**src/rtl/lpm_pkg.sv**
```systemverilog
package lpm_pkg;
  typedef enum logic [1:0] {
    ST_ACTIVE = 2'd0,
    ST_LOWPWR = 2'd1,
    ST_DEEP   = 2'd2,
    ST_WAKE   = 2'd3
  } lpm_state_e;

  typedef struct packed {
    logic conn;
    logic dis;
    logic susp;
  } port_stat_t;
endpackage

```
**src/rtl/lpm_rst_sync.sv**
```systemverilog
module lpm_rst_sync (
  input  logic clk,
  input  logic rst_n,
  output logic rst_sync_n
);
  logic stage_q;

  always_ff @(posedge clk or negedge rst_n) begin
    if (!rst_n) begin
      stage_q    <= 1'b0;
      rst_sync_n <= 1'b0;
    end else begin
      stage_q    <= 1'b1;
      rst_sync_n <= stage_q;
    end
  end
endmodule

```
**src/rtl/lpm_sync.sv**
```systemverilog
module lpm_sync #(
  parameter int W = 3
) (
  input  logic         clk,
  input  logic         rst_n,
  input  logic [W-1:0] d_async,
  output logic [W-1:0] q_sync
);
  for (genvar i = 0; i < W; i++) begin : g_bit
    logic meta_q;
    always_ff @(posedge clk or negedge rst_n) begin
      if (!rst_n) begin
        meta_q    <= 1'b0;
        q_sync[i] <= 1'b0;
      end else begin
        meta_q    <= d_async[i];
        q_sync[i] <= meta_q;
      end
    end
  end
endmodule

```
**src/rtl/lpm_fsm.sv**
```systemverilog
module lpm_fsm
  import lpm_pkg::*;
#(
  parameter int DLY_W = 8
) (
  input  logic             clk,
  input  logic             rst_n,
  input  logic [1:0]       host_pstate,
  input  port_stat_t       stat,
  input  logic             port_irq_en,
  input  logic             lps_req,
  input  logic             ev_bias,
  input  logic             ev_disc,
  input  logic             ev_conn,
  input  logic [DLY_W-1:0] lock_dly,
  output lpm_state_e       state
);
  lpm_state_e       state_d;
  logic [DLY_W-1:0] cnt_q, cnt_d;
  logic             cnt_en;
  logic             inactive, deep_ok, sleep_ok, wake_ev, lock_done;

  always_comb begin
    inactive  = !stat.conn || stat.dis || stat.susp;
    deep_ok   = (!stat.conn || stat.dis) && !port_irq_en;
    wake_ev   = lps_req
             || (stat.susp && (ev_bias || ev_disc))
             || (!stat.dis && ev_conn);
    sleep_ok  = host_pstate[1] && inactive && !wake_ev;
    lock_done = (cnt_q == lock_dly);
  end

  always_comb begin
    state_d = state;
    unique case (state)
      ST_ACTIVE: if (sleep_ok) state_d = deep_ok ? ST_DEEP : ST_LOWPWR;
      ST_LOWPWR,
      ST_DEEP:   if (wake_ev) state_d = ST_WAKE;
                 else state_d = deep_ok ? ST_DEEP : ST_LOWPWR;
      ST_WAKE:   if (lock_done) state_d = ST_ACTIVE;
      default:   state_d = ST_WAKE;
    endcase
  end

  always_comb begin
    cnt_en = (state == ST_WAKE) || (cnt_q != '0);
    cnt_d  = (state == ST_WAKE && !lock_done) ? cnt_q + 1'b1 : '0;
  end

  always_ff @(posedge clk or negedge rst_n) begin
    if (!rst_n) begin
      state <= ST_WAKE;
    end else begin
      state <= state_d;
    end
  end

  always_ff @(posedge clk or negedge rst_n) begin
    if (!rst_n) begin
      cnt_q <= '0;
    end else if (cnt_en) begin
      cnt_q <= cnt_d;
    end
  end
endmodule

```
**src/rtl/lpm_ctrl.sv**
```systemverilog
module lpm_ctrl
  import lpm_pkg::*;
#(
  parameter int DLY_W = 8
) (
  input  logic             clk,
  input  logic             rst_n,
  input  logic [1:0]       host_pstate,
  input  logic             port_conn,
  input  logic             port_dis,
  input  logic             port_susp,
  input  logic             port_irq_en,
  input  logic             lps_req,
  input  logic             ev_bias,
  input  logic             ev_disc,
  input  logic             ev_conn,
  input  logic [DLY_W-1:0] lock_dly,
  input  logic             reg_req,
  output logic             clk_gen_en,
  output logic             ref_conn_en,
  output logic             ref_bias_en,
  output logic             ultra_sleep,
  output logic             clk_ready,
  output logic             reg_ack,
  output logic             acc_fail
);
  localparam int STAT_W = $bits(port_stat_t);

  logic       rst_int_n;
  port_stat_t stat_s;
  lpm_state_e state;
  logic       ack_d, fail_d;

  lpm_rst_sync u_rst (
    .clk        (clk),
    .rst_n      (rst_n),
    .rst_sync_n (rst_int_n)
  );

  lpm_sync #(.W(STAT_W)) u_sync (
    .clk     (clk),
    .rst_n   (rst_int_n),
    .d_async ({port_conn, port_dis, port_susp}),
    .q_sync  (stat_s)
  );

  lpm_fsm #(.DLY_W(DLY_W)) u_fsm (
    .clk         (clk),
    .rst_n       (rst_int_n),
    .host_pstate (host_pstate),
    .stat        (stat_s),
    .port_irq_en (port_irq_en),
    .lps_req     (lps_req),
    .ev_bias     (ev_bias),
    .ev_disc     (ev_disc),
    .ev_conn     (ev_conn),
    .lock_dly    (lock_dly),
    .state       (state)
  );

  always_comb begin
    clk_gen_en  = (state == ST_ACTIVE) || (state == ST_WAKE);
    clk_ready   = (state == ST_ACTIVE);
    ultra_sleep = (state == ST_DEEP);
    ref_conn_en = clk_gen_en || !stat_s.dis || stat_s.susp;
    ref_bias_en = clk_gen_en || stat_s.susp;
    ack_d       = reg_req && clk_ready;
    fail_d      = reg_req && !clk_ready;
  end

  always_ff @(posedge clk or negedge rst_int_n) begin
    if (!rst_int_n) begin
      reg_ack  <= 1'b0;
      acc_fail <= 1'b0;
    end else begin
      reg_ack  <= ack_d;
      acc_fail <= fail_d;
    end
  end
endmodule

```
**config.mk**
```make
export PLATFORM = sky130hd
export DESIGN_NAME = lpm_ctrl
export DESIGN_NICKNAME = d
export VERILOG_FILES = /design/src/rtl/lpm_pkg.sv /design/src/rtl/lpm_rst_sync.sv /design/src/rtl/lpm_sync.sv /design/src/rtl/lpm_fsm.sv /design/src/rtl/lpm_ctrl.sv
export SDC_FILE = /design/constraint.sdc
export NUM_CORES = 1
export LEC_CHECK = 0
export ABC_AREA = 1
export BUFFER_PORTS_ARGS = -buffer_cell sky130_fd_sc_hd__buf_2
export CELL_PAD_IN_SITES_DETAIL_PLACEMENT = 0
export CELL_PAD_IN_SITES_GLOBAL_PLACEMENT = 2
export CORE_MARGIN = 4
export CORE_UTILIZATION = 25
export DETAILED_ROUTE_END_ITERATION = 6
export PLACE_DENSITY_LB_ADDON = 0.1
export RECOVER_POWER = 25
export SYNTH_ARGS = -nofsm -noshare
export SYNTH_HDL_FRONTEND = slang
export SYNTH_SLANG_ARGS = --single-unit
```
**constraint.sdc**
```tcl
create_clock -name clk -period 1.3 [get_ports clk]
set_input_delay 0.39 -clock clk [delete_from_list [all_inputs] [get_ports clk]]
set_output_delay 0.39 -clock clk [all_outputs]
set_load 0.005 [all_outputs]
```
==> impl_metrics.yaml, run 1 <==
cts:
  cts_tree: "done"
  cts_max_level: 1
  cts_buffers: 3
  clk_latency_ns: 0.26
  clk_pin_slew_ns: 0.08
  clk_path_buf_depth: 2
  cts.sinks: 20
  root_buffer: "clkbuf_8"
placement:
  place_ws_ns: -0.108
  dp.cells: 211
  numPortBuffers: 26
  routabilityCongestion: 0.761
  post-dp-hpwl_mm: 1.72
floorplan:
  die_w_um: 71.8
  num_rows: 22
  core_um2: 3800
  die_y_um: 71.8
  io_pins: 28
  die_area_um2: 5150
  initial_core_util_pct: 26.7
worst_setup_path:
  cp_data_arrival_time_ns: 1.29
  path_class: "reg2out"
  crit_path_max_fanout: 4
  cp_slowest_cell: "dfstp_2"
  start_kind: "register"
  worstPathCellList: "inv_2, ha_4, nand3_2, buf_2"
  worstPathRequired_ns: 0.91
  crit_path_max_incr_delay_ns: 0.54
  end_kind: "output port"
run:
  cap_viol_max_count: 0
outcome:
  outcome: "finished, violations left"
  violations: "negative setup slack"
yosys:
  synthMostInstantiatedCell: "nand2_1"
  yosysWarningCount: 0
  yosys-top-cells-area: "dfrtp_1 44%, nand2_1 13%, inv_1 7.0%, ha_1 6.2%, dfstp_2 5.2%"
  ys_seq_elements: 20
  synth_top_area_share_pct: 44.3
  synth_area_per_cell_um2: 8.26
  synth_seq_area_share_pct: 49.5
  synth_commonest_cells: "35 x nand2_1, 19 x inv_1, 18 x dfrtp_1, 11 x nor2_1, 6 x nand3_1"
  synth_edf_count: 0
  ys_types: 20
  synth_area_um2: 1020
  ys.flop_type: "dfrtp_1"
  yosysTopAreaCell: "dfrtp_1"
  syn-num-nets: 149
  synthArstFlopShare_pct: 100
  syn_inst: 123
power:
  seqPwrFrac_pct: 30.9
  swShare_pct: 33.3
  p_leak_nw: 0.777
  power.density_nw_per_um2: 1730
  internal_power_mw: 1.77
  vdd_ir_drop_max_uv: 722
  total_power_mw: 2.65
  power_frac_clock_pct: 23.6
  pwr-share-comb_pct: 45.4
  switchingPower_mw: 0.883
min_path:
  min_path_type: "reg2async"
routing:
  antenna_left: 0
  post_drt_via_cell_ratio: 4.08
  vias: 906
  drcViolationCount: 0
  wire_per_inst_um: 10.0
  drt_iter0_drc: 33
  drt_wl_total_mm: 2.23
  firstDrtPassIters: 3
sta:
  rsz0062_at_grt: "true"
  setup_viol: 6
  period_needed_ns: 1.68
  hold_violations: 0
  fmax_ghz: 0.593
  slew_viol_final: 0
  min_period_over_period_pct: 130
  whs_ns: 0.206
  setup_ws_ns: -0.385
  skew_ns: 0.00177
grt:
  grt_pass1_wl_mm: 3.63
  grt.overflow.total: 0
  grt_usage_pct: 9.10
  grt_pass1_vias: 805
  grt_start_max_net_pins: 13
  antenna_found_initial: 0
cells_and_area:
  n_fill_cell: 390
  drive_gt1_share_pct: 44.3
  diodes: 0
  layout.nets: 201
  layout.cells.non_filler: 222
  syn_to_final_growth_pct: 50.6
[state kept, by name, summed over array words and instances, names as in the netlist]
name,cells
u_sync.q_sync,3
u_sync.g_bit.meta_q,3
u_rst.stage_q,1
u_fsm.cnt_q,8
acc_fail,1
reg_ack,1
u_fsm.state,2
u_rst.rst_sync_n,1
[area by class of cell]
type,count,area [µm²],share of cell area [%]
clock inverter,1,30.0,1.96
inverter,20,75.1,4.91
sequential,20,505,33.0
tap,48,60.1,3.92
timing repair buffer,46,299,19.5
clock buffer,3,41.3,2.70
multi-input combinational,84,519,33.9
[cell families after synthesis]
logic type                 after synthesis  synth area share (%)
and+or+nand+nor                         61                  26.1
adders and majority gates                5                  6.16
buffers and inverters                   20                  7.39
other                                    1                 0.369
AOI/OAI and AO/OA                        9                  4.43
DFF                                     20                  49.5
xor gates and xnor gates                 7                  6.03
[power by group through the flow]
stage               Clock, mW  Sequential, mW  Combinational, mW
global route            0.664           0.834               1.34
floorplan                   0           0.826              0.577
finish                  0.625           0.819               1.20
detailed placement          0           0.830              0.969
CTS                     0.642           0.819               1.07
global placement            0           0.823              0.978
[timing repair]
item                                    in CTS  in global routing
hold buffers                                 1                  0
pin swaps                                    4                  9
cloned                                       0                  1
setup buffers                                1                  5
gates resized for setup                      7                 16
endpoints found under the setup margin       8                 15
hold endpoints to repair                     2                  0
[cell usage in the layout (no fill, tap or decap), drive strengths merged, types with 2 or more instances in the layout]
| cell | n |
|---|---|
| buf | 44 |
| nand2 | 39 |
| inv | 20 |
| dfrtp | 18 |
| nor2 | 13 |
| nand3 | 6 |
| o21ai | 5 |
| ha | 5 |
| xnor2 | 4 |
| clkbuf | 4 |
| a21oi | 4 |
| nor3 | 3 |
| xor2 | 3 |
| dfstp | 2 |
[path summary, 6_finish.rpt]
path / from / slack, ns / cells after the start / to
setup reg to reg: u_fsm.state[0] / 0 / 8 / u_fsm.state[1]
hold reg to reg: u_rst.rst_sync_n / 0.21 / 0 / u_fsm.cnt_q[1]
hold / removal: u_rst.rst_sync_n / 0.21 / 0 / u_fsm.cnt_q[1]
max in group asynchronous: u_rst.rst_sync_n / 0.62 / 1 / u_sync.g_bit[1].meta_q
setup / recovery: u_fsm.state[1] / -0.38 / 4 / ref_conn_en
min in group clk: port_dis / 0.23 / 1 / u_sync.g_bit[1].meta_q
[metrics by stage]
stage / area, µm² / util (%) / setup TNS [ns]
4_1_cts: 1440 / 37.9 / -1.78
5_1_grt: 1530 / 40.3 / -2.12
2_1_floorplan: 1030 / - / 0
3_5_place_dp: 1330 / 35.0 / -0.547
3_3_place_gp: 1330 / 35.0 / -0.538
6_report: 1530 / 40.3 / -1.67
[routing by layer]
| layer | wire length, µm | GRT usage, % | share of wire (%) |
|---|---|---|---|
| met1 | 1080 | 12.1 | 48 |
| met2 | 1030 | 13.7 | 46 |
| met3 | 81 | 2.24 | 3.6 |
| met4 | 38 | 4.38 | 1.7 |
| met5 | 0 | 0 | 0 |
[critical path: cells and delay by family (launching register included)]
kind | cells | cell delay (ns)
buf+inv | 2 | 0.16
simple gates | 1 | 0.05
fa+ha+maj | 1 | 0.28
flops | 1 | 0.54
Power figures use the tool's default switching activity.
==> run 2, diff against run 1 <==
--- a/config.mk
+++ b/config.mk
@@ -5,7 +5,7 @@
 export SDC_FILE = /design/constraint.sdc
 export NUM_CORES = 1
 export LEC_CHECK = 0
-export ABC_AREA = 1
+export ABC_AREA = 0
 export BUFFER_PORTS_ARGS = -buffer_cell sky130_fd_sc_hd__buf_2
 export CELL_PAD_IN_SITES_DETAIL_PLACEMENT = 0
 export CELL_PAD_IN_SITES_GLOBAL_PLACEMENT = 2
==> run 2 against run 1 <==
- the flow still finishes with violations (negative setup slack)
- largest power group unchanged
- final cell count down 14%
- clock power down 2%
- register-to-register slack worse by 0.13 ns
- via count down 14%
- synthesized cell count down 29%
- sequential cell count unchanged
- fmax down 0.55%
==> impl_metrics.yaml, run 2 <==
routing:
  wire_per_inst_um: 11.1
  post_drt_via_cell_ratio: 4.07
  drt_iter0_drc: 11
  drt_wl_total_mm: 2.12
  drcViolationCount: 0
  antenna_left: 0
  vias: 777
  firstDrtPassIters: 2
cts:
  cts.sinks: 20
  clk_path_buf_depth: 2
  clk_pin_slew_ns: 0.07
  cts_buffers: 3
  root_buffer: "clkbuf_8"
  clk_latency_ns: 0.26
  cts_tree: "done"
  cts_max_level: 1
power:
  switchingPower_mw: 0.880
  power_frac_clock_pct: 21.4
  p_leak_nw: 0.722
  power.density_nw_per_um2: 1860
  seqPwrFrac_pct: 28.1
  swShare_pct: 30.7
  vdd_ir_drop_max_uv: 635
  internal_power_mw: 1.98
  pwr-share-comb_pct: 50.5
  total_power_mw: 2.86
sta:
  slew_headroom_pct: 66.6
  fmax_ghz: 0.590
  tightestPinTransition_ns: 0.501
  min_period_over_period_pct: 130
  slew_viol_final: 0
  skew_ns: 0.00317
  hold_violations: 0
  setup_viol: 15
  setup_ws_ns: -0.394
  period_needed_ns: 1.69
  rsz0062_at_grt: "true"
min_path:
  min_path_type: "reg2async"
worst_setup_path:
  r2r_slack_ns: -0.13
  start_kind: "register"
  cpLargestDelayFamily: "flip-flops"
  crit_path_max_fanout: 4
  worstSetupStartpoint: "u_fsm.state[1]"
  cp_slowest_cell: "dfstp_2"
  cp_data_arrival_time_ns: 1.30
  r2r-start: "u_fsm.cnt_q[1]"
  reg2reg_depth: 5
  worstPathCellList: "inv_2, ha_4, nand3b_1, buf_2"
  cp.depth: 4
  crit_path_max_incr_delay_ns: 0.54
  crit_buf_inv: 2
  path_class: "reg2out"
  endpoint: "ref_conn_en"
  end_kind: "output port"
  worstReg2RegEnd: "u_fsm.state[0]"
  worstPathRequired_ns: 0.91
yosys:
  syn-num-nets: 113
  synth_top_area_share_pct: 46.6
  synth_area_per_cell_um2: 11.1
  ys_seq_elements: 20
  yosys-top-cells-area: "dfrtp_1 47%, xnor2_1 7.2%, ha_1 6.5%, dfstp_2 5.4%, xor2_1 3.6%"
  yosysTopAreaCell: "dfrtp_1"
  ys_types: 30
  synth_edf_count: 0
  synth_area_um2: 967
  yosysWarningCount: 0
  synth_commonest_cells: "18 x dfrtp_1, 8 x xnor2_1, 7 x inv_1, 7 x nor2_1, 5 x ha_1"
  syn_inst: 87
  synthMostInstantiatedCell: "dfrtp_1"
  ys.flop_type: "dfrtp_1"
  synth_seq_area_share_pct: 52.0
  synthArstFlopShare_pct: 100
floorplan:
  initial_core_util_pct: 26.2
  die_w_um: 70.2
  num_rows: 22
  core_um2: 3690
  die_area_um2: 4930
  die_y_um: 70.2
  io_pins: 28
cells_and_area:
  layout.nets: 170
  syn_to_final_growth_pct: 58.9
  layout.cells.most_common: "buf_2"
  regMostFlops: "u_fsm.cnt_q"
  final_cell_mix: "25 x buf_2, 21 x buf_4, 18 x dfrtp_1, 8 x xnor2_1"
  drive_gt1_share_pct: 55.9
  largest_register_ffs: 8
  post-route-util_pct: 41.7
  diodes: 0
  reg_top3: "u_fsm.cnt_q: 8 flops, u_sync.g_bit.meta_q: 3 flops, u_sync.q_sync: 3 flops"
grt:
  antenna_found_initial: 0
  grt_pass1_wl_mm: 3.73
  grt_usage_pct: 9.39
  grt_start_max_net_pins: 13
  grt.overflow.total: 0
  grt_pass1_vias: 871
outcome:
  violations: "negative setup slack"
  outcome: "finished, violations left"
run:
  cap_viol_max_count: 0
placement:
  place_ws_ns: -0.293
  routabilityCongestion: 0.700
  post-dp-hpwl_mm: 1.67
  numPortBuffers: 26
[run 2: cell types whose count changed after synthesis, moves of 2 or more]
cell      change
a21oi_1       -3
inv_1        -12
mux2_1        +2
nand2_1      -32
nand2b_1      +4
nand3_1       -2
nand3b_1      +2
nor2_1        -4
nor2_2        -2
nor3_1        -2
o21ai_1       -2
xnor2_1       +4
[run 2: how the worst min path moves through the flow]
stage	startpoint	to	slack [ns]	depth (start not counted)
2_1_floorplan	rst_n	u_rst.rst_sync_n	0.09	0
3_3_place_gp	rst_n	u_rst.stage_q	0.18	1
3_5_place_dp	rst_n	u_rst.stage_q	0.18	1
4_1_cts	port_conn	u_sync.g_bit[2].meta_q	0.22	1
5_1_grt	port_susp	u_sync.g_bit[0].meta_q	0.22	1
6_report	u_rst.rst_sync_n	u_fsm.cnt_q[1]	0.21	0
[run 2: worst register-to-register path, cell delays in order (launching register included)]
cell and delay, ns:
dfrtp_1 0.42, xnor2_1 0.17, nand4_1 0.14, o21ai_2 0.22, nand2_2 0.10, mux2_1 0.31
[run 2: repair_timing]
action | CTS | global route
endpoints found under the hold margin | 2 | 0
hold buffers | 1 | 0
setup buffers | 6 | 0
gates resized for setup | 15 | 9
pin swaps | 11 | 1
setup endpoints to repair | 15 | 15
[run 2: power groups by stage]
stage	logic (mW)	clock network, mW	registers, mW
3_5_place_dp	1.00	0	0.837
3_3_place_gp	1.00	0	0.830
4_1_cts	1.34	0.643	0.807
5_1_grt	1.59	0.677	0.820
2_1_floorplan	0.565	0	0.823
6_report	1.44	0.614	0.804
[run 2: cell families after synthesis]
kind of cell    share of synthesized area (%)
xor+xnor                                 12.5
simple gates                             17.1
flops                                    52.0
fa+ha+maj                                6.47
buf+inv                                  2.72
mux                                      4.53
other cells                             0.388
compound gates                           4.27
[run 2: stage by stage]
step	hold slack, ns	TNS, ns	std cells	area [µm²]
6_report	0.208	-2.39	191	1540
3_5_place_dp	0.177	-2.25	180	1310
2_1_floorplan	0.0944	-0.155	87	980
5_1_grt	0.220	-3.38	191	1540
3_3_place_gp	0.175	-2.01	180	1310
4_1_cts	0.221	-2.88	191	1500
[run 2: final cells by class]
cell class,instances,area [µm²]
inverters,7,26.3
clock inverters,1,30.0
well taps,48,60.1
flip-flops and latches,20,503
clock buffers,3,41.3
repair buffers,52,349
multi-input cells,60,527
fillers,388,2150
[run 2: routing by layer]
layer	GRT usage, %	vias to the layer above	share of wire, %	routed length [µm]
li1	-	398	-	-
met1	12.0	363	47	994
met2	15.4	12	48	1010
met3	2.30	4	4.2	89
met4	3.19	0	1.2	25
met5	0	-	0	0
==> run 3, diff against run 2 <==
--- a/config.mk
+++ b/config.mk
@@ -9,7 +9,7 @@
 export BUFFER_PORTS_ARGS = -buffer_cell sky130_fd_sc_hd__buf_2
 export CELL_PAD_IN_SITES_DETAIL_PLACEMENT = 0
 export CELL_PAD_IN_SITES_GLOBAL_PLACEMENT = 2
-export CORE_MARGIN = 4
+export CORE_MARGIN = 2
 export CORE_UTILIZATION = 25
 export DETAILED_ROUTE_END_ITERATION = 6
 export PLACE_DENSITY_LB_ADDON = 0.1
==> run 3 against run 2 <==
- the flow still finishes with violations (negative setup slack)
- cell area is 0.81% higher
- largest power group unchanged
- clock-buffer cell count stayed put
- die area is 11% lower
- critical path type unchanged
==> impl_metrics.yaml, run 3 (synthesis results as in run 2) <==
outcome:
  outcome: "finished, violations left"
  violations: "negative setup slack"
cts:
  clk_latency_ns: 0.25
  root_buffer: "clkbuf_8"
  clk_path_buf_depth: 2
  clk_pin_slew_ns: 0.07
  cts_buffers: 3
  cts.sinks: 20
  cts_max_level: 1
  cts_tree: "done"
routing:
  post_drt_via_cell_ratio: 4.07
  dr_wl_met3_um: 74
  met1_length_um: 938
  vias: 778
  firstDrtPassIters: 3
  drt_wl_total_mm: 2.03
  drcViolationCount: 0
  antenna_left: 0
  wire_per_inst_um: 10.6
  routed.top_layer: "met4"
  drt_iter0_drc: 10
  wl_met2_um: 990
placement:
  place_area_um2: 1300
  place_ws_ns: -0.308
  numPortBuffers: 26
  routabilityCongestion: 0.721
  post-dp-hpwl_mm: 1.55
  dp.cells: 178
power:
  total_power_mw: 2.89
  seqPwrFrac_pct: 27.8
  swShare_pct: 30.5
  pwr-share-comb_pct: 51.1
  power.density_nw_per_um2: 1870
  vdd_ir_drop_max_uv: 617
  p_leak_nw: 0.726
  switchingPower_mw: 0.883
  power_frac_clock_pct: 21.1
  internal_power_mw: 2.01
grt:
  antenna_found_initial: 0
  grt_usage_pct: 10.6
  grt.overflow.total: 0
  grt_start_max_net_pins: 13
  grt_pass1_vias: 810
  grt_pass1_wl_mm: 3.57
min_path:
  min_path_type: "reg2async"
cells_and_area:
  layout.nets: 170
  layout.cells.non_filler: 191
  drive_gt1_share_pct: 55.9
  largest_register_ffs: 8
  regMostFlops: "u_fsm.cnt_q"
  fin_area_um2: 1550
  post-route-util_pct: 42.0
  layout.cells.most_common: "buf_2"
  diodes: 0
  reg_top3: "u_fsm.cnt_q: 8 flops, u_sync.g_bit.meta_q: 3 flops, u_sync.q_sync: 3 flops"
  syn_to_final_growth_pct: 60.2
  final_cell_mix: "25 x buf_2, 21 x buf_4, 18 x dfrtp_1, 8 x xnor2_1"
sta:
  skew_ns: 0.00109
  period_needed_ns: 1.71
  min_period_over_period_pct: 131
  setup-tns-final_ns: -2.44
  setup_viol: 15
  hold_violations: 0
  fmax_ghz: 0.586
  rsz0062_at_grt: "true"
  setup_ws_ns: -0.407
  whs_ns: 0.181
  slew_viol_final: 0
worst_setup_path:
  start_kind: "register"
  cp_data_arrival_time_ns: 1.32
  crit_path_max_fanout: 4
  path_class: "reg2out"
  end_kind: "output port"
  worstPathRequired_ns: 0.91
floorplan:
  io_pins: 28
  core_um2: 3690
  die_w_um: 66.2
  die_area_um2: 4380
  initial_core_util_pct: 26.2
  die_y_um: 66.2
  num_rows: 22
run:
  cap_viol_max_count: 0
[run 3: cell counts in the layout (fill, tap and decap cells not counted)]
No cell type changed its count.
[run 3: critical path, cell delays in order, from the launching register on]
cell	delay, ns
dfstp_2	0.54
inv_2	0.05
ha_4	0.27
nand3b_1	0.07
buf_2	0.13
[run 3: metal layers]
metal,track usage [%],vias up
met2,16.3,12
met5,0,-
met1,14.6,368
met3,2.56,2
li1,-,396
met4,3.83,0
[run 3: final timing paths]
path	from	endpoint	cells after the start	slack [ns]
max	u_fsm.state[0]	ref_conn_en	4	-0.41
min	u_rst.rst_sync_n	u_fsm.cnt_q[0]	0	0.18
max in group asynchronous	u_rst.rst_sync_n	reg_ack	1	0.65
min in group clk	port_susp	u_sync.g_bit[0].meta_q	1	0.24
min reg2reg	u_rst.rst_sync_n	u_fsm.cnt_q[0]	0	0.18
max reg2reg	u_fsm.cnt_q[1]	u_fsm.state[0]	5	-0.13
[run 3: power by group through the flow]
stage                     Combinational, mW  Sequential, mW  Clock (mW)
final                                  1.48           0.802       0.610
after global routing                   1.63           0.814       0.662
after global placement                0.993           0.829           0
after detailed placement              0.994           0.831           0
after CTS                              1.38           0.803       0.634
after floorplan                       0.565           0.823           0
[run 3: layout make-up]
cell class | instances | area (µm²)
clock buffers | 3 | 41.3
fillers | 377 | 2140
multi-input cells | 60 | 539
flip-flops and latches | 20 | 503
well taps | 48 | 60.1
repair buffers | 52 | 349
clock inverters | 1 | 30.0
inverters | 7 | 26.3
[run 3: what timing repair did]
| item | in CTS | in global routing |
|---|---|---|
| hold buffers | 1 | 0 |
| resized for setup | 16 | 9 |
| endpoints found under the hold margin | 2 | 0 |
| pin swaps | 14 | 4 |
| endpoints found under the setup margin | 15 | 15 |
| setup buffers | 7 | 1 |
